`src/rtl/vsync_countdown.sv`:
```
module vsync_countdown #(
  parameter int PRE_DIV       = 16,
  parameter int CNT_W         = 10,
  parameter int WIN_OPEN      = 510,
  parameter int WIN_CLOSE     = 574,
  parameter int RETRACE_TICKS = 19
) (
  input  logic clk,
  input  logic rst,
  input  logic vsync_in,
  output logic tick_2h,
  output logic h_out,
  output logic v_reset,
  output logic retrace,
  output logic sync_src
);
  localparam int PRE_W = (PRE_DIV > 1) ? $clog2(PRE_DIV) : 1;
  localparam int RT_W  = $clog2(RETRACE_TICKS + 1);
  localparam logic [PRE_W-1:0] PRE_LAST = PRE_W'(PRE_DIV - 1);
  localparam logic [CNT_W-1:0] OPEN_C   = CNT_W'(WIN_OPEN);
  localparam logic [CNT_W-1:0] CLOSE_C  = CNT_W'(WIN_CLOSE);
  localparam logic [RT_W-1:0]  RT_LOAD  = RT_W'(RETRACE_TICKS);

  logic [PRE_W-1:0] pre;
  logic [CNT_W-1:0] vcnt;
  logic [RT_W-1:0]  rt_left;
  logic [2:0]       vs_q;
  logic             pend;
  logic             rise, in_win, hit, forced, fire;

  assign tick_2h = (pre == PRE_LAST);
  assign rise    = vs_q[1] & ~vs_q[2];
  assign in_win  = (vcnt >= OPEN_C);
  assign hit     = tick_2h & (pend | (rise & in_win));
  assign forced  = tick_2h & ~hit & (vcnt == CLOSE_C);
  assign fire    = hit | forced;
  assign retrace = (rt_left != '0);

  always_ff @(posedge clk) begin
    if (rst) begin
      pre   <= '0;
      h_out <= 1'b0;
    end else begin
      pre <= tick_2h ? '0 : pre + 1'b1;
      if (tick_2h) h_out <= ~h_out;
    end
  end

  always_ff @(posedge clk) begin
    if (rst) vs_q <= '0;
    else     vs_q <= {vs_q[1:0], vsync_in};
  end

  always_ff @(posedge clk) begin
    if (rst) begin
      vcnt     <= '0;
      pend     <= 1'b0;
      v_reset  <= 1'b0;
      sync_src <= 1'b0;
    end else begin
      v_reset <= fire;
      if (fire) begin
        vcnt     <= '0;
        sync_src <= hit;
      end else if (tick_2h) begin
        vcnt <= vcnt + 1'b1;
      end
      if (tick_2h)              pend <= 1'b0;
      else if (rise && in_win)  pend <= 1'b1;
    end
  end

  always_ff @(posedge clk) begin
    if (rst)                        rt_left <= '0;
    else if (fire)                  rt_left <= RT_LOAD;
    else if (tick_2h && retrace)    rt_left <= rt_left - 1'b1;
  end

  a_r1_tick_single: assert property (@(posedge clk) disable iff (rst)
    tick_2h |=> !tick_2h);
  a_r2_hout_after_tick: assert property (@(posedge clk) disable iff (rst)
    !$stable(h_out) |-> $past(tick_2h));
  a_r4_count_bounded: assert property (@(posedge clk) disable iff (rst)
    vcnt <= CLOSE_C);
  a_r6_pending_in_window: assert property (@(posedge clk) disable iff (rst)
    pend |-> in_win);
  a_r7_reset_clears: assert property (@(posedge clk) disable iff (rst)
    v_reset |-> (vcnt == '0) && !tick_2h);
  a_r7_reset_single: assert property (@(posedge clk) disable iff (rst)
    v_reset |=> !v_reset);
  a_r8_retrace_starts: assert property (@(posedge clk) disable iff (rst)
    v_reset |-> retrace);
endmodule

```
`config.mk`:
```
export PLATFORM = sky130hd
export DESIGN_NAME = vsync_countdown
export DESIGN_NICKNAME = d
export VERILOG_FILES = /design/src/rtl/vsync_countdown.sv
export SDC_FILE = /design/constraint.sdc
export NUM_CORES = 1
export LEC_CHECK = 0
export BUFFER_PORTS_ARGS = -buffer_cell sky130_fd_sc_hd__buf_2
export CELL_PAD_IN_SITES_DETAIL_PLACEMENT = 0
export CELL_PAD_IN_SITES_GLOBAL_PLACEMENT = 2
export CORE_MARGIN = 8
export CORE_UTILIZATION = 39
export DETAILED_ROUTE_END_ITERATION = 12
export PLACE_DENSITY_LB_ADDON = 0.08
export SYNTH_ARGS = -nofsm -noshare
export SYNTH_HDL_FRONTEND = slang
export SYNTH_SLANG_ARGS = --single-unit
```
`constraint.sdc`:
```
create_clock -name clk -period 2.4 [get_ports clk]
set_input_delay 0 -clock clk [delete_from_list [all_inputs] [get_ports clk]]
set_output_delay 0 -clock clk [all_outputs]
set_load 0.1 [all_outputs]
```
==> out/qor_table.md, run 1 <==
| Group | Result | Reported |
|:---|:---|:---|
| run status | Run status | completed |
| sta | Number of endpoints failing setup at the final stage | 0 |
| yosys | Syn Area/Cell | 9.10 µm² |
| pwr | Part of the total power dissipated in the clock network | 33.1% |
| sta | Timing-limited maximum frequency | 481 MHz |
| drt | Violation count after the first detailed-route iteration | 24 |
| critical path | Arrival @ worst endpoint | 2080 ps |
| yosys | Most common flop cell mapped by yosys | dfxtp_1 |
| sta | Skew final | 2.89 ps |
| sta | Aggregate negative setup slack | 0 ps |
| cells and area | Top library cells by usage in the layout, fill and taps aside | dfxtp_1 (26), nor3_1 (11), nand2_1 (10), nor2_1 (10), buf_2 (7) |
| clock network | TritonCTS buffer count | 3 |
| yosys | Count of unique library cells instantiated by Yosys | 36 |
| die | Chip width | 71.1 µm |
| sta | Crit share post-route | 86.6% |
| yosys | Sequential-to-total area share from yosys stat | 44.0% |
| yosys | Number of storage elements in the synthesis netlist | 26 |
| yosys | Number of synthesized flops with an enable pin | 0 |
| critical path | Startpoint types | flop |
| sta | Time the worst path needs with I/O delays and setup | 2080 ps |
| die | Chip Height | 71.1 µm |
| global routing | Total routing resource utilization after global routing | 10.3% |
| run | # Max-Cap Violations | 0 |
| critical path | Worst Path Required | 2400 ps |
| drt | Pre-antenna DRT Iters | 4 |
| cells and area | Fill count | 306 |
| pwr | Switching power | 0.159 mW |
| die | Initial Util | 39.7% |
| clock network | Root buffer cell | clkbuf_4 |
| yosys | Area of the mapped netlist | 1180 µm² |
| clock network | Total number of H-tree levels | 1 |
| pwr | Part of the power in registers | 63.6% |
| global routing | Global-route wire length before repair | 4.22 mm |
| critical path | Critical Path Sink Type | primary output |
| cells and area | Synth-to-layout area growth | 9.62% |
| global routing | Vias in the first global route | 931 |
| drt | Routed Wire Length | 2.40 mm |
| cells and area | FF+latch area | 520 µm² |
| cells and area | Final std cells w/o fill | 173 |
| clock network | Post-cts repair resize count | 0 |
| drt | Routed len/inst | 13.8 µm |
| clock network | Clk pin slew, worst setup/hold paths | 150 ps |
| sta | Fin. max-slew vios | 0 |
| drt | Remaining antenna violation count | 0 |
| yosys | Net Count, Synth | 138 |
| clock network | Sink Count | 26 |
| pwr | Total power divided by cell area | 542 nW/µm² |
| cells and area | Ant diodes | 0 |
| worst hold path | Classification of the worst-slack hold path | primary input to flop |
| place | Weighted congestion at the end of routability-driven global placement | 0.798 |
| pwr | Part of the total power dissipated in combinational logic | 3.4% |
| clock network | CTS tree | built |
| place | Total instance count after detailed placement | 168 |
| cells and area | Fraction of final layout cells with drive strength greater than 1 | 12.1% |
| clock network | Maximum count of clock buffers along a single path | 2 |
| yosys | Number of warnings reported in the yosys synthesis log | 0 |
| sta | Worst-margin pin slew | 487 ps |
| global routing | Sum of overflow across all layers after global routing | 0 |
| place | Number of buffer cells added on primary ports | 7 |
| die | Die Area | 5050 µm² |
| pwr | Switching Fraction | 22.7% |
| die | Number of rows in the core area | 20 |
| pwr | Worst ir drop on vdd | 253 µV |
| place | Half-perimeter wire length after detailed placement | 1.77 mm |
| cells and area | Total area of multi-input combinational cells | 628 µm² |
| drt | Mean number of vias per cell | 5.46 |
| yosys | Gate count of the mapped netlist | 130 |
| die | Floorplan core area | 2980 µm² |
| drt | Drt drc | 0 |
| sta | Setup repair after global routing missed its margin | no |
| global routing | Maximum number of pins on one net before global-route repair | 16 |
| cells and area | Most common cell after layout, fill and taps aside | dfxtp_1 |
| sta | Worst slew margin relative to its limit | 67.8% |
| global routing | Antenna violations before repair | 0 |
| cells and area | Nets | 149 |
| sta | Hold Vio Cnt, Final | 0 |
| clock network | Buffer count from post-CTS setup fixing | 0 |
| pwr | Leakage power | 0.482 nW |
| critical path | Setup CP Type | flop to primary output |
| die | Num ports | 8 |
| pwr | Int Power | 0.544 mW |
| drt | Detailed-route via count | 945 |
| critical path | CP max FO | 10 |
| yosys | Share of async-settable or async-resettable flops after synthesis | 0% |
| clock network | Clock latency of the later-clocked register in the worst-skew pair | 330 ps |
stage by stage:
stage / setup slack, ps / area [µm²] / hold WS, ps / util (%) / power [mW]
2_1_floorplan: 376 / 1180 / 71.6 / - / 0.473
3_3_place_gp: 639 / 1250 / 223 / 42.0 / 0.479
4_1_cts: 305 / 1300 / 9.58 / 43.6 / 0.709
5_1_grt: 189 / 1300 / 24.1 / 43.6 / 0.728
3_5_place_dp: 590 / 1250 / 233 / 42.0 / 0.480
6_report: 322 / 1300 / 5.67 / 43.6 / 0.703
state kept, by name, summed over array words and instances (netlist names):
register / flops
h_out: 1
pend: 1
vs_q: 3
pre: 4
vcnt: 10
v_reset: 1
rt_left: 5
sync_src: 1
worst paths after layout:
| check | start | endpoint | slack [ps] | cells after the start |
|---|---|---|---|---|
| min | rst | pre[2]$_SDFF_PP0_ | 6 | 2 |
| min reg2reg | vs_q[0]$_SDFF_PP0_ | vs_q[1]$_SDFF_PP0_ | 460 | 1 |
| max reg2reg | pre[0]$_SDFF_PP0_ | vcnt[9]$_SDFFE_PP0P_ | 560 | 6 |
| max | pre[0]$_SDFF_PP0_ | tick_2h | 320 | 5 |
Yosys cell counts, types with 2 or more instances:
cell type	number	share of area, %
nor2_1	10	3.2
xor2_1	5	3.7
or2_2	2	1.1
a21oi_1	6	2.5
ha_1	5	5.3
o21ai_0	3	1.3
nor2b_1	4	2.1
nor3_1	11	4.7
nand4_1	4	2.1
o2111ai_1	2	1.5
a211oi_1	2	1.3
and4_1	2	1.5
xnor2_1	6	4.4
and3_1	2	1.1
inv_1	5	1.6
dfxtp_1	26	44
a31oi_1	2	1.1
nand3_1	5	2.1
and3b_1	2	1.5
nand2_1	10	3.2
power groups by stage:
stage | clock network, mW | logic, mW | registers [mW]
2_1_floorplan | 0 | 0.0182 | 0.455
3_3_place_gp | 0 | 0.0230 | 0.456
3_5_place_dp | 0 | 0.0230 | 0.456
4_1_cts | 0.237 | 0.0243 | 0.447
5_1_grt | 0.252 | 0.0277 | 0.448
6_report | 0.233 | 0.0236 | 0.447
repair_timing:
item                       4_1_cts  5_1_grt
hold endpoints to repair         1        0
hold buffers                     1        0
setup endpoints to repair        0        0
layer usage:
| metal | up-vias | wire length, µm | global-route usage (%) |
|---|---|---|---|
| li1 | 487 | - | - |
| met1 | 446 | 1180 | 11.7 |
| met2 | 8 | 1110 | 17.5 |
| met3 | 4 | 64 | 2.26 |
| met4 | 0 | 33 | 5.77 |
| met5 | - | 0 | 0 |
logic make-up (layout without fill, tap and decap cells):
logic type	after synthesis	count (layout)	share of synthesized area, %
simple gates	62	62	29.8
compound gates	17	17	8.99
mux	1	1	0.846
xor+xnor	11	11	8.14
flops	26	26	44.0
fa+ha+maj	5	5	5.29
buf+inv	8	18	2.96
critical path, cell delays in order (launching register included):
cell	delay, ps
dfxtp_1	400
ha_1	270
nand3_2	170
inv_1	280
buf_4	210
buf_2	430
area by class of cell:
class                      count  share of cell area, %
tap                           33                   3.18
multi-input combinational     96                   48.4
inverter                       5                   1.45
clock buffer                   4                   2.80
sequential                    26                   40.1
timing repair buffer           9                   4.05
Power figures use the tool's default switching activity.
==> run 2, diff against run 1 <==
- PLACE_DENSITY: default -> 0.89
- PLACE_DENSITY_LB_ADDON: 0.08 -> default
==> run 2 against run 1 <==
  * Clock-buffer cell count shrank 1
  * Sequential cell count is the same
  * Critical path depth is the same
  * Largest cell class unchanged
==> out/qor_table.md, run 2 (synthesized netlist as in run 1, its figures left out) <==
| Group | Result | Reported |
|:---|:---|:---|
| run status | Run status | completed |
| clock network | CTS tree | built |
| worst hold path | Worst Hold Endpoint | vs_q[0]$_SDFF_PP0_ |
| die | Die Area | 5050 µm² |
| pwr | Worst ir drop on vdd | 338 µV |
| critical path | CP max FO | 11 |
| cells and area | Largest reg by FF count | vcnt |
| run | # Max-Cap Violations | 0 |
| place | Number of buffer cells added on primary ports | 7 |
| cells and area | Most common cell after layout, fill and taps aside | dfxtp_1 |
| die | Initial Util | 39.7% |
| global routing | Sum of overflow across all layers after global routing | 0 |
| sta | Final setup margin | 273 ps |
| critical path | Worst setup slack for register-to-register paths | 470 ps |
| drt | Detailed-route via count | 929 |
| sta | Time the worst path needs with I/O delays and setup | 2130 ps |
| critical path | Buf/Inv on CP | 3 |
| die | Chip width | 71.1 µm |
| clock network | Clk pin slew, worst setup/hold paths | 140 ps |
| clock network | Clock latency of the later-clocked register in the worst-skew pair | 320 ps |
| worst hold path | Hold path startpoint | vsync_in |
| critical path | Cell at the slowest stage of the critical path | buf_2 |
| clock network | Post-cts repair resize count | 0 |
| critical path | Start of the worst register-to-register path | pre[0]$_SDFF_PP0_ |
| critical path | Length in cells of the worst reg-to-reg path | 6 |
| pwr | Total power divided by cell area | 582 nW/µm² |
| cells and area | Synth-to-layout area growth | 11.8% |
| global routing | Global-route wire length before repair | 3.84 mm |
| drt | Pre-antenna DRT Iters | 4 |
| cells and area | Ant diodes | 0 |
| critical path | Arrival @ worst endpoint | 2130 ps |
| cells and area | Fraction of final layout cells with drive strength greater than 1 | 12.1% |
| global routing | Maximum number of pins on one net before global-route repair | 16 |
| clock network | Sink Count | 26 |
| cells and area | Top library cells by usage in the layout, fill and taps aside | dfxtp_1 (26), nor3_1 (11), nand2_1 (10), nor2_1 (10), buf_2 (7) |
| worst hold path | Classification of the worst-slack hold path | primary input to flop |
| sta | Skew final | 3.54 ps |
| die | Floorplan core area | 2980 µm² |
| sta | Worst slew margin relative to its limit | 67.7% |
| cells and area | Fill count | 307 |
| die | Chip Height | 71.1 µm |
| sta | Crit share post-route | 88.6% |
| sta | Setup repair after global routing missed its margin | no |
| global routing | Vias in the first global route | 904 |
| sta | Timing-limited maximum frequency | 470 MHz |
| place | Half-perimeter wire length after detailed placement | 1.68 mm |
| pwr | Total power after layout | 0.771 mW |
| drt | Routed Wire Length | 2.23 mm |
| pwr | Leakage power | 0.493 nW |
| cells and area | Flip-flop count of the largest register after layout | 10 |
| die | Number of rows in the core area | 20 |
| drt | Mean number of vias per cell | 5.34 |
| critical path | Worst Path Required | 2400 ps |
| global routing | Total routing resource utilization after global routing | 9.25% |
| sta | Number of endpoints failing setup at the final stage | 0 |
| critical path | Max incr delay on CP | 430 ps |
| cells and area | Top Registers | vcnt x10, rt_left x5, pre x4 |
| clock network | TritonCTS buffer count | 3 |
| die | Num ports | 8 |
| worst hold path | Number of instances on the worst hold path | 3 |
| clock network | Maximum count of clock buffers along a single path | 2 |
| global routing | Antenna violations before repair | 0 |
| sta | Aggregate negative setup slack | 0 ps |
| drt | Violation count after the first detailed-route iteration | 29 |
| sta | Fin. max-slew vios | 0 |
| drt | Routed len/inst | 12.8 µm |
| clock network | Total number of H-tree levels | 1 |
| critical path | Critical Path Sink Type | primary output |
| sta | Worst-margin pin slew | 488 ps |
| critical path | Critical R2R Capture | vcnt[9]$_SDFFE_PP0P_ |
| critical path | Startpoint types | flop |
| place | Placement-stage worst setup slack | 543 ps |
| cells and area | Nets | 150 |
| place | Weighted congestion at the end of routability-driven global placement | 0.804 |
| drt | Drt drc | 0 |
| drt | Remaining antenna violation count | 0 |
| critical path | Cell chain of the critical path | ha_1, nand3_2, inv_1, buf_4, buf_2 |
| critical path | Kind of cell adding the most delay to the critical path | buffers and inverters |
| clock network | Root buffer cell | clkbuf_4 |
| critical path | Setup CP Type | flop to primary output |
| cells and area | Post-route core utilization | 44.5% |
| sta | Hold Vio Cnt, Final | 0 |
run 2: changes by cell type in the layout (fill, tap and decap cells not counted):
cell / previous run / this run
bufinv_16: 0 / 1
clkbuf_8: 1 / 0
dlygate4sd3_1: 1 / 2
run 2: worst min-delay path, stage by stage:
cell and delay, ps:
dlygate4sd3_1 520, buf_2 90, nor2b_1 110
run 2: through the flow:
step / hold WS (ps) / area [µm²] / instances
floorplan: 71.6 / 1180 / 130
global placement: 216 / 1250 / 168
detailed placement: 225 / 1250 / 168
CTS: 418 / 1320 / 174
global route: 417 / 1320 / 174
finish: 422 / 1320 / 174
run 2: report_power, final:
part / internal [mW] / switching, mW
Combinational: 0.0124 / 0.0124
Clock: 0.169 / 0.130
Sequential: 0.440 / 0.00751
run 2: what timing repair did:
item | CTS | global route
endpoints found under the hold margin | 4 | 0
setup endpoints to repair | 0 | 0
buffers inserted | 0 | 0
hold buffers | 2 | 0
run 2: per-layer routing:
metal | global-route usage (%) | share of wire, % | vias up
met5 | 0 | 0 | -
met4 | 4.85 | 2.0 | 0
met3 | 1.69 | 2.1 | 5
met2 | 15.9 | 45 | 10
met1 | 10.6 | 51 | 429
li1 | - | - | 485
run 2: layout make-up:
cell class	count	area (µm²)	area share [%]
Inverter	5	18.8	1.42
Sequential cell	26	520	39.3
Tap cell	33	41.3	3.12
Timing Repair Buffer	10	62.6	4.73
Multi-Input combinational cell	96	628	47.4
Clock buffer	3	22.5	1.70
Clock inverter	1	30.0	2.27
run 2: worst max path at each step:
stage / from / slack [ps] / end / cells after the start
3_3_place_gp: pre[0]$_SDFF_PP0_ / 630 / vcnt[9]$_SDFFE_PP0P_ / 6
4_1_cts: pre[0]$_SDFF_PP0_ / 260 / tick_2h / 5
3_5_place_dp: pre[0]$_SDFF_PP0_ / 540 / vcnt[9]$_SDFFE_PP0P_ / 6
5_1_grt: pre[0]$_SDFF_PP0_ / 120 / tick_2h / 5
6_report: pre[0]$_SDFF_PP0_ / 270 / tick_2h / 5
2_1_floorplan: rt_left[0]$_SDFFE_PP0P_ / 380 / rt_left[0]$_SDFFE_PP0P_ / 6
